<file path="config.mk">
export PLATFORM = sky130hd
export DESIGN_NAME = strobe_step_counter
export DESIGN_NICKNAME = d
export VERILOG_FILES = /design/src/rtl/step_counter_pkg.sv /design/src/rtl/step_phase_ctrl.sv /design/src/rtl/step_value_path.sv /design/src/rtl/strobe_step_counter.sv
export SDC_FILE = /design/constraint.sdc
export NUM_CORES = 1
export LEC_CHECK = 0
export BUFFER_PORTS_ARGS = -buffer_cell sky130_fd_sc_hd__clkbuf_2
export CORE_AREA = 4 4 41 43
export DETAILED_ROUTE_END_ITERATION = 8
export DIE_AREA = 0 0 45 47
export SETUP_SLACK_MARGIN = 0.2
export SLEW_MARGIN = 0
export SYNTH_ARGS = -nofsm -noshare
export SYNTH_HDL_FRONTEND = slang
export SYNTH_SLANG_ARGS = --single-unit
export TNS_END_PERCENT = 5
</file>
<file path="constraint.sdc">
create_clock -name clk -period 1.88 [get_ports clk]
set_input_delay 0.188 -clock clk [delete_from_list [all_inputs] [get_ports clk]]
set_output_delay 0.188 -clock clk [all_outputs]
set_load 0.02 [all_outputs]
</file>
<file path="src/rtl/step_counter_pkg.sv">
package step_counter_pkg;
  localparam int COUNT_WIDTH = 8;
  localparam int PHASE_COUNT = 4;
  localparam int UP_STEP     = 2;
  localparam int DOWN_STEP   = 5;

  typedef struct packed {
    logic stepUp;
    logic stepDown;
  } stepStrobes_t;
endpackage

</file>
<file path="src/rtl/step_phase_ctrl.sv">
module step_phase_ctrl
  import step_counter_pkg::*;
#(
  parameter int PHASES = PHASE_COUNT
) (
  input  logic         clk,
  input  logic         rst,
  output stepStrobes_t strobes
);
  localparam int PHASE_W = (PHASES > 1) ? $clog2(PHASES) : 1;
  localparam logic [PHASE_W-1:0] LAST_PHASE = PHASE_W'(PHASES - 1);

  logic [PHASE_W-1:0] phase;
  logic               terminal;

  assign terminal = (phase == LAST_PHASE);

  always_ff @(posedge clk) begin
    if (rst) begin
      phase <= '0;
    end else if (terminal) begin
      phase <= '0;
    end else begin
      phase <= phase + 1'b1;
    end
  end

  always_comb begin
    strobes.stepDown = !rst && terminal;
    strobes.stepUp   = !rst && !terminal;
  end

  // never both strobes at once
  assert_strobes_exclusive_R4: assert property (@(posedge clk) disable iff (rst)
    $onehot0({strobes.stepUp, strobes.stepDown}));

  // a down strobe is never followed directly by another
  assert_no_back_to_back_R4: assert property (@(posedge clk) disable iff (rst)
    strobes.stepDown |=> !strobes.stepDown);

  // reset returns the phase to its start, so the next edge is not a strobe
  assert_phase_restart_R1: assert property (@(posedge clk)
    rst |=> (phase == '0));
endmodule

</file>
<file path="src/rtl/step_value_path.sv">
module step_value_path
  import step_counter_pkg::*;
#(
  parameter int WIDTH    = COUNT_WIDTH,
  parameter int UP_BY    = UP_STEP,
  parameter int DOWN_BY  = DOWN_STEP
) (
  input  logic             clk,
  input  logic             rst,
  input  stepStrobes_t     strobes,
  output logic [WIDTH-1:0] value
);
  localparam logic [WIDTH-1:0] UP_W   = WIDTH'(UP_BY);
  localparam logic [WIDTH-1:0] DOWN_W = WIDTH'(DOWN_BY);

  logic [WIDTH-1:0] nextValue;

  always_comb begin
    nextValue = value;
    if (strobes.stepDown) begin
      nextValue = value - DOWN_W;
    end else if (strobes.stepUp) begin
      nextValue = value + UP_W;
    end
  end

  always_ff @(posedge clk) begin
    if (rst) begin
      value <= '0;
    end else begin
      value <= nextValue;
    end
  end

  // reset clears the value
  assert_reset_clears_R1: assert property (@(posedge clk)
    rst |=> (value == '0));

  // a plain edge adds the up step, wrapping modulo 2^WIDTH
  assert_up_step_R2: assert property (@(posedge clk) disable iff (rst)
    strobes.stepUp |=> (rst || value == WIDTH'($past(value) + UP_W)));

  // a strobe edge subtracts the down step, wrapping modulo 2^WIDTH
  assert_down_step_R3: assert property (@(posedge clk) disable iff (rst)
    strobes.stepDown |=> (rst || value == WIDTH'($past(value) - DOWN_W)));
endmodule

</file>
<file path="src/rtl/strobe_step_counter.sv">
module strobe_step_counter
  import step_counter_pkg::*;
(
  input  logic                   clk,
  input  logic                   rst,
  output logic [COUNT_WIDTH-1:0] count
);
  stepStrobes_t strobes;

  step_phase_ctrl #(
    .PHASES (PHASE_COUNT)
  ) ctrl (
    .clk     (clk),
    .rst     (rst),
    .strobes (strobes)
  );

  step_value_path #(
    .WIDTH   (COUNT_WIDTH),
    .UP_BY   (UP_STEP),
    .DOWN_BY (DOWN_STEP)
  ) path (
    .clk     (clk),
    .rst     (rst),
    .strobes (strobes),
    .value   (count)
  );
endmodule

</file>
==> results of run 1 <==
## registers in the layout, indices dropped and copies added, names as in the netlist
| signal | flops |
|---|---|
| ctrl.phase | 2 |
| path.value | 8 |
## critical path, stage by stage, from the launching register on
cell	delay [ns]
dfxtp_1	0.38
ha_4	0.19
nand2b_4	0.05
or4b_1	0.50
o21a_1	0.13
mux2_4	0.29
## cells in the final DEF (no fill, tap or decap), types with 2 or more instances in the layout
cell type	instances
a21oi_1	3
buf_4	2
clkbuf_2	9
clkbuf_4	3
dfxtp_1	7
dfxtp_2	3
ha_1	2
nand2_1	2
nor2_1	9
nor2b_1	4
nor3b_1	3
xnor2_1	3
## power by group through the flow
stage | logic [mW] | clock network [mW] | registers, mW
floorplan | 0.0739 | 0 | 0.277
global placement | 0.122 | 0 | 0.262
detailed placement | 0.122 | 0 | 0.263
CTS | 0.124 | 0.205 | 0.258
global route | 0.143 | 0.210 | 0.268
finish | 0.125 | 0.197 | 0.262
## routing by layer
layer | up-vias | part of all wire
met4 | 0 | 0.020
li1 | 226 | -
met3 | 2 | 0.065
met1 | 204 | 0.48
met5 | - | 0
met2 | 11 | 0.43
## stage by stage
stage	power, mW	worst slack (ns)
6_report	0.584	0.234
2_1_floorplan	0.350	0.224
5_1_grt	0.621	0.183
4_1_cts	0.587	0.213
3_3_place_gp	0.385	0.194
3_5_place_dp	0.385	0.178
## final cells by class
type,count,area [um2],share of cell area
repair buffers,11,60.1,0.0913
clock buffers,4,36.3,0.0551
multi-input cells,44,332,0.504
well taps,15,18.8,0.0285
inverters,2,7.51,0.0114
flip-flops and latches,10,204,0.310
## worst min path at each step
stage                    endpoint  cells past startpoint  slack (ns)
floorplan           ctrl.phase[0]                      1        0.40
global placement    ctrl.phase[0]                      1        0.41
detailed placement  ctrl.phase[0]                      1        0.42
CTS                 path.value[4]                      2        0.19
global route        path.value[4]                      2        0.20
finish              path.value[4]                      2        0.19
## kinds of logic after synthesis
kind of cell | after synthesis | synth area share
AOI/OAI and AO/OA | 7 | 0.0888
muxes | 3 | 0.0677
xor gates and xnor gates | 4 | 0.0654
buffers and inverters | 4 | 0.0351
DFF | 10 | 0.374
and+or+nand+nor | 26 | 0.276
adders and majority gates | 4 | 0.0935
## timing repair
item,4_1_cts,5_1_grt
setup endpoints to repair,1,2
hold endpoints to repair,0,0
pin swaps,0,1
cloned,0,0
gates resized for setup,1,5
==> impl_metrics.tcl, run 1 <==
set metrics [dict create \
    status "complete, no violations" \
    yosys_register_bits 10 \
    ir_drop_uv 382 \
    gr-usage-all-layers 0.117 \
    ios 10 \
    grt_max_degree 9 \
    syn_nets 64 \
    cp_data_required_time_ns 2.04 \
    ys_types 27 \
    globalRouteMet1Util 0.144 \
    hold_class "in -> reg" \
    dpl.cell_count 82 \
    placed_area_um2 604 \
    ys_async_sr_fraction 0 \
    clk_latency_ns 0.27 \
    crit_fanout 6 \
    num_antenna_cells 0 \
    fin_nets 78 \
    switching_share 0.294 \
    synth_area_um2 536 \
    dpl.hpwl_um 716 \
    firstDrtPassIters 2 \
    synth_area_leaders "dfxtp_1 37%, ha_1 9.3%, nor2_1 6.3%" \
    r2r_slack_ns 0.23 \
    wl_um 961 \
    h-tree-depth 1 \
    crit_arrival_ns 1.81 \
    relSlewSlack 0.806 \
    crit_path_end "path.value[6]" \
    seqPwrFrac 0.448 \
    wl_per_cell_um 11.2 \
    setup_tns_ns 0 \
    p_per_area_nw_per_um2 887 \
    yosysMostFrequentCell "dfxtp_1" \
    drt_iter0_drc 2 \
    rr_startpoint "ctrl.phase[0]" \
    area_growth_pct 22.9 \
    dr_total_vias 443 \
    rsz0062_at_grt "yes" \
    p_sw_mw 0.172 \
    final_cell_area_um2 658 \
    worstSetupPathType "reg -> reg" \
    drcViolationCount 0 \
    initial_core_util 0.412 \
    grt_use_met3 0.0383 \
    drtAntennaViolNets 0 \
    fp.dieW_um 45 \
    ys_warn_count 0 \
    fin_cells 86 \
    final_max_slew_viol_count 0 \
    grt_pass1_vias 437 \
    gp_congestion 0.716 \
    comb_power_share 0.215 \
    ctsHoldBuffers 0 \
    fin_util 0.506 \
    clock.fmax_mhz 607 \
    clock_skew_ns 0.00422 \
    clockRootBuffer "clkbuf_4" \
    port_buffers 9 \
    worst_slew_pin_slew_ns 0.290 \
    worstSetupEndpointType "flip-flop" \
    clkPwrFrac 0.337 \
    period_share 0.876 \
    postSynthAreaPerCell_um2 9.23 \
    grt-ovfl-total 0 \
    rr_worst_depth 5 \
    synthFlopType "dfxtp_1" \
    fp-row-count 13 \
    clock-sinks 10 \
    crit_start "ctrl.phase[0]" \
    synth_top_area_share 0.374 \
    synthCells 58 \
    busiest_layer "met2" \
    core_um2 1300 \
    fillers 126 \
    cap_violations 0 \
    grt_pass1_wl_mm 1.75 \
    finalSetupViolations 0 \
    clockBufferDepth 2 \
    synth-edff-count 0 \
    internal_power_mw 0.412 \
    worst_setup_path_start_kind "flip-flop" \
    cts_made_buffers 3 \
    cts_setup_buffers 0 \
    timing.rr.end "path.value[6]" \
    whs_ns 0.191 \
    yosys-top-cells-count "10 x dfxtp_1, 9 x nor2_1, 4 x ha_1, 4 x nor2b_1" \
    avgViaCountPerCell 5.15 \
    hold_violations 0 \
    drive_above_1_share 0.338 \
    dieHeight_um 47 \
    use_met2 0.169 \
    antenna_found_initial 0 \
    die-area_um2 2120 \
    min_period_ns 1.65 \
    yosysSeqAreaShare 0.374 \
    cts.clk_slew.worst_paths_ns 0.07 \
    yosys.area.top_type "dfxtp_1" \
    cts_tree "yes" \
    cellLeakagePower_nw 0.285 \
    min-delay-start "rst" \
]
Note: power is estimated with default switching activity, not from simulation.
==> run 2: changes to the inputs <==
BUFFER_PORTS_ARGS = not set   (was -buffer_cell sky130_fd_sc_hd__clkbuf_2)
CTS_BUF_LIST = sky130_fd_sc_hd__clkbuf_8   (was not set)
DONT_BUFFER_PORTS = 1   (was not set)
==> run 2 against run 1 <==
Compared with the run above: combinational power decreased by 5%; first-iteration DRC count increased by 50%; sequential share of layout area increased by 0.73 points; critical path depth increased by 1; critical endpoint unchanged; highest routed layer unchanged.
==> impl_metrics.tcl, run 2 (same netlist as run 1, synthesis figures left out) <==
set metrics [dict create \
    clock_skew_ns 0.00285 \
    fin_cells 78 \
    clk_latency_ns 0.23 \
    firstDrtPassIters 2 \
    final_cell_area_um2 647 \
    worstSetupEndpointType "flip-flop" \
    hold_depth 1 \
    ctsHoldBuffers 0 \
    crit_path_end "path.value[6]" \
    gp_congestion 0.746 \
    dpl.hpwl_um 683 \
    fin_util 0.497 \
    reg_top3 "path.value: 8 flops, ctrl.phase: 2 flops" \
    grt_pass1_wl_mm 1.54 \
    multi_input_area_um2 342 \
    grt-ovfl-total 0 \
    final.setup.worst_slack_ns 0.260 \
    dpl.cell_count 75 \
    cellLeakagePower_nw 0.259 \
    rsz0062_at_grt "yes" \
    avgViaCountPerCell 5.13 \
    clockRootBuffer "clkbuf_8" \
    grt_pass1_vias 360 \
    finalSetupViolations 0 \
    dr_total_vias 400 \
    ir_drop_uv 427 \
    placed_area_um2 574 \
    fp.dieW_um 45 \
    p_per_area_nw_per_um2 924 \
    r2r_slack_ns 0.26 \
    timing.rr.end "path.value[6]" \
    final_common_cell "nor2_1" \
    wl_per_cell_um 12.5 \
    die-area_um2 2120 \
    cts.clk_slew.worst_paths_ns 0.04 \
    crit_fanout 4 \
    cts_made_buffers 3 \
    worstSetupPathType "reg -> reg" \
    port_buffers 0 \
    finalPower_mw 0.598 \
    cts_setup_buffers 0 \
    clock-sinks 10 \
    top_register "path.value" \
    min_period_ns 1.62 \
    core_um2 1300 \
    fin_nets 71 \
    clockBufferDepth 2 \
    clock.fmax_mhz 617 \
    area_growth_pct 20.8 \
    setup_tns_ns 0 \
    worst_slew_pin_slew_ns 0.364 \
    status "complete, no violations" \
    worst_setup_path_start_kind "flip-flop" \
    drt_iter0_drc 3 \
    rr_startpoint "path.value[1]" \
    drcViolationCount 0 \
    hold_class "in -> reg" \
    grt_max_degree 16 \
    crit_start "path.value[1]" \
    drtAntennaViolNets 0 \
    drive_above_1_share 0.238 \
    cts_tree "yes" \
    fillers 123 \
    hold_violations 0 \
    wl_um 972 \
    whs_ns 0.0218 \
    fp-row-count 13 \
    h-tree-depth 1 \
    num_antenna_cells 0 \
    relSlewSlack 0.757 \
    initial_core_util 0.412 \
    period_share 0.862 \
    final_max_slew_viol_count 0 \
    ios 10 \
    rr_worst_depth 6 \
    cp_data_required_time_ns 2.00 \
    regArea_um2 205 \
    dieHeight_um 47 \
    antenna_found_initial 0 \
    pre_cts_ws_ns 0.177 \
    cap_violations 0 \
    crit_arrival_ns 1.74 \
    gr-usage-all-layers 0.109 \
    final_cell_mix "9 x nor2_1, 8 x dfxtp_1, 4 x nor2b_1, 4 x buf_4" \
    largest_register_ffs 8 \
]
==> run 2: repair_timing <==
| action | in CTS | in global routing |
|---|---|---|
| pin swaps | 0 | 0 |
| gates resized for setup | 3 | 5 |
| endpoints found under the hold margin | 0 | 0 |
| setup endpoints to repair | 1 | 2 |
==> run 2: area by class of cell <==
cell class,count,share of cell area
Timing Repair Buffer,4,0.0464
Clock buffer,3,0.0638
Tap cell,15,0.0290
Sequential cell,10,0.317
Inverter,2,0.0155
Multi-Input combinational cell,44,0.528
==> run 2: worst min path at each step <==
stage                              from       endpoint  slack [ns]
after floorplan           ctrl.phase[0]  ctrl.phase[0]        0.40
after global placement              rst  path.value[4]        0.26
after detailed placement            rst  path.value[4]        0.26
after CTS                           rst  path.value[4]        0.02
after global routing                rst  path.value[3]       0.007
final                               rst  path.value[1]        0.02
==> run 2: power breakdown <==
group	internal, mW	total [mW]	switching, mW
registers	0.235	0.267	0.0321
logic	0.0611	0.119	0.0576
clock network	0.139	0.212	0.0727
total	0.435	0.598	0.162
==> run 2: worst max-delay path, stage by stage, from the launching register on <==
cell	delay, ns
dfxtp_4	0.38
inv_4	0.07
ha_4	0.13
nor2b_1	0.05
or4b_1	0.46
o21a_1	0.13
mux2_4	0.29
==> run 2: metal layers <==
layer / global-route usage / wire, um
met1: 0.117 / 459
met5: 0 / 0
met3: 0.0920 / 117
met2: 0.150 / 386
met4: 0.0526 / 8
==> run 3: changes to the inputs <==
CORE_AREA = 2 2 39 41   (was 4 4 41 43)
CTS_CLUSTER_DIAMETER = 50   (was not set)
DIE_AREA = 0 0 41 43   (was 0 0 45 47)
==> run 3 against run 2 <==
Compared with the run above: count of clock-buffer cells in the layout stayed put; wire length increased by 4.9%; non-clock buffer count is the same; cell area rose by 0.19%; total power rose by 1.7%; global-route usage rose by 3.9 points; sequential power about the same; worst hold slack lost 0.0019 ns; worst setup slack worse by 0.0041 ns; critical endpoint unchanged.
==> impl_metrics.tcl, run 3 (same netlist as run 1, synthesis figures left out) <==
set metrics [dict create \
    dieHeight_um 43 \
    crit_arrival_ns 1.74 \
    gr-usage-all-layers 0.148 \
    ir_drop_uv 397 \
    antenna_found_initial 0 \
    finalSetupViolations 0 \
    min_period_ns 1.62 \
    rsz0062_at_grt "yes" \
    drt_iter0_drc 9 \
    dpl.cell_count 76 \
    area_growth_pct 21.0 \
    fp.dieW_um 41 \
    cts.clk_slew.worst_paths_ns 0.05 \
    ctsHoldBuffers 0 \
    clock_skew_ns 0.00571 \
    cellLeakagePower_nw 0.259 \
    dr_total_vias 416 \
    min-delay-start "rst" \
    period_share 0.864 \
    wl_mm 1.02 \
    avgViaCountPerCell 5.27 \
    die-area_um2 1760 \
    setup_tns_ns 0 \
    grt_pass1_wl_mm 1.65 \
    grt_max_degree 16 \
    clk_latency_ns 0.23 \
    grt-ovfl-total 0 \
    fin_util 0.468 \
    cts_made_buffers 3 \
    worst_setup_path_start_kind "flip-flop" \
    h-tree-depth 1 \
    final_common_cell "nor2_1" \
    fin_cells 79 \
    final.setup.worst_slack_ns 0.256 \
    gp_congestion 0.795 \
    port_buffers 0 \
    final_cell_mix "9 x nor2_1, 8 x dfxtp_1, 4 x nor2b_1, 4 x buf_4" \
    reg_top3 "path.value: 8 flops, ctrl.phase: 2 flops" \
    cap_violations 0 \
    hold_violations 0 \
    multi_input_area_um2 342 \
    hold_depth 1 \
    crit_fanout 4 \
    timing.rr.end "path.value[6]" \
    clock-sinks 10 \
    relSlewSlack 0.747 \
    largest_register_ffs 8 \
    fillers 136 \
    drcViolationCount 0 \
    top_register "path.value" \
    worstSetupEndpointType "flip-flop" \
    worst_slew_pin_slew_ns 0.378 \
    regArea_um2 205 \
    crit_start "path.value[1]" \
    worstSetupPathType "reg -> reg" \
    clockRootBuffer "clkbuf_8" \
    hold_end "path.value[1]" \
    status "complete, no violations" \
    num_antenna_cells 0 \
    grt_pass1_vias 381 \
    clockBufferDepth 2 \
    cp_data_required_time_ns 2.00 \
    initial_core_util 0.387 \
    drive_above_1_share 0.238 \
    wl_per_cell_um 12.9 \
    ios 10 \
    clock.fmax_mhz 616 \
    hold_class "in -> reg" \
    final_max_slew_viol_count 0 \
    fin_nets 71 \
    r2r_slack_ns 0.26 \
    rr_worst_depth 6 \
    cts_tree "yes" \
    cts_setup_buffers 0 \
    pre_cts_ws_ns 0.181 \
    drtAntennaViolNets 0 \
    fp-row-count 14 \
    p_per_area_nw_per_um2 938 \
    finalPower_mw 0.608 \
    firstDrtPassIters 4 \
    core_um2 1380 \
    dpl.hpwl_um 707 \
    rr_startpoint "path.value[1]" \
]
-- run 3: worst max-delay path by stage --
stage | endpoint | slack [ns] | cells after the start
after detailed placement | path.value[6] | 0.18 | 6
after global placement | path.value[6] | 0.19 | 6
final | path.value[6] | 0.26 | 6
after CTS | path.value[6] | 0.20 | 5
after floorplan | path.value[6] | 0.22 | 6
after global routing | path.value[6] | 0.18 | 6
-- run 3: critical path, cell delays in order (launching register included) --
cell,delay (ns)
dfxtp_4,0.38
inv_4,0.08
ha_4,0.13
nor2b_1,0.04
or4b_1,0.46
o21a_1,0.13
mux2_4,0.29
-- run 3: layer usage --
layer | up-vias | track usage | share of wire
met5 | - | 0 | 0
met4 | 0 | 0.100 | 0.030
met3 | 4 | 0.0628 | 0.030
met2 | 6 | 0.213 | 0.50
met1 | 193 | 0.168 | 0.44
li1 | 213 | - | -
-- run 3: report_power, final --
group | leakage, nW | internal (mW) | switching, mW | total [mW]
Sequential | 0.0827 | 0.235 | 0.0301 | 0.265
Combinational | 0.155 | 0.0624 | 0.0619 | 0.124
Clock | 0.0216 | 0.140 | 0.0786 | 0.218
-- run 3: repair_timing --
action | 4_1_cts | 5_1_grt
gates cloned | 0 | 0
setup endpoints to repair | 1 | 1
resized for setup | 2 | 6
pin swaps | 0 | 0
-- run 3: area by class of cell --
type	instances	area share
clock buffer	3	0.0637
inverter	2	0.0154
multi-input combinational	44	0.527
sequential	10	0.317
tap	16	0.0309
timing repair buffer	4	0.0463
-- run 3: stage by stage --
| step | cell area (um2) | hold WS, ns |
|---|---|---|
| 2_1_floorplan | 537 | 0.398 |
| 5_1_grt | 648 | 0.00921 |
| 4_1_cts | 619 | 0.0203 |
| 6_report | 648 | 0.0199 |
| 3_3_place_gp | 576 | 0.263 |
| 3_5_place_dp | 576 | 0.263 |
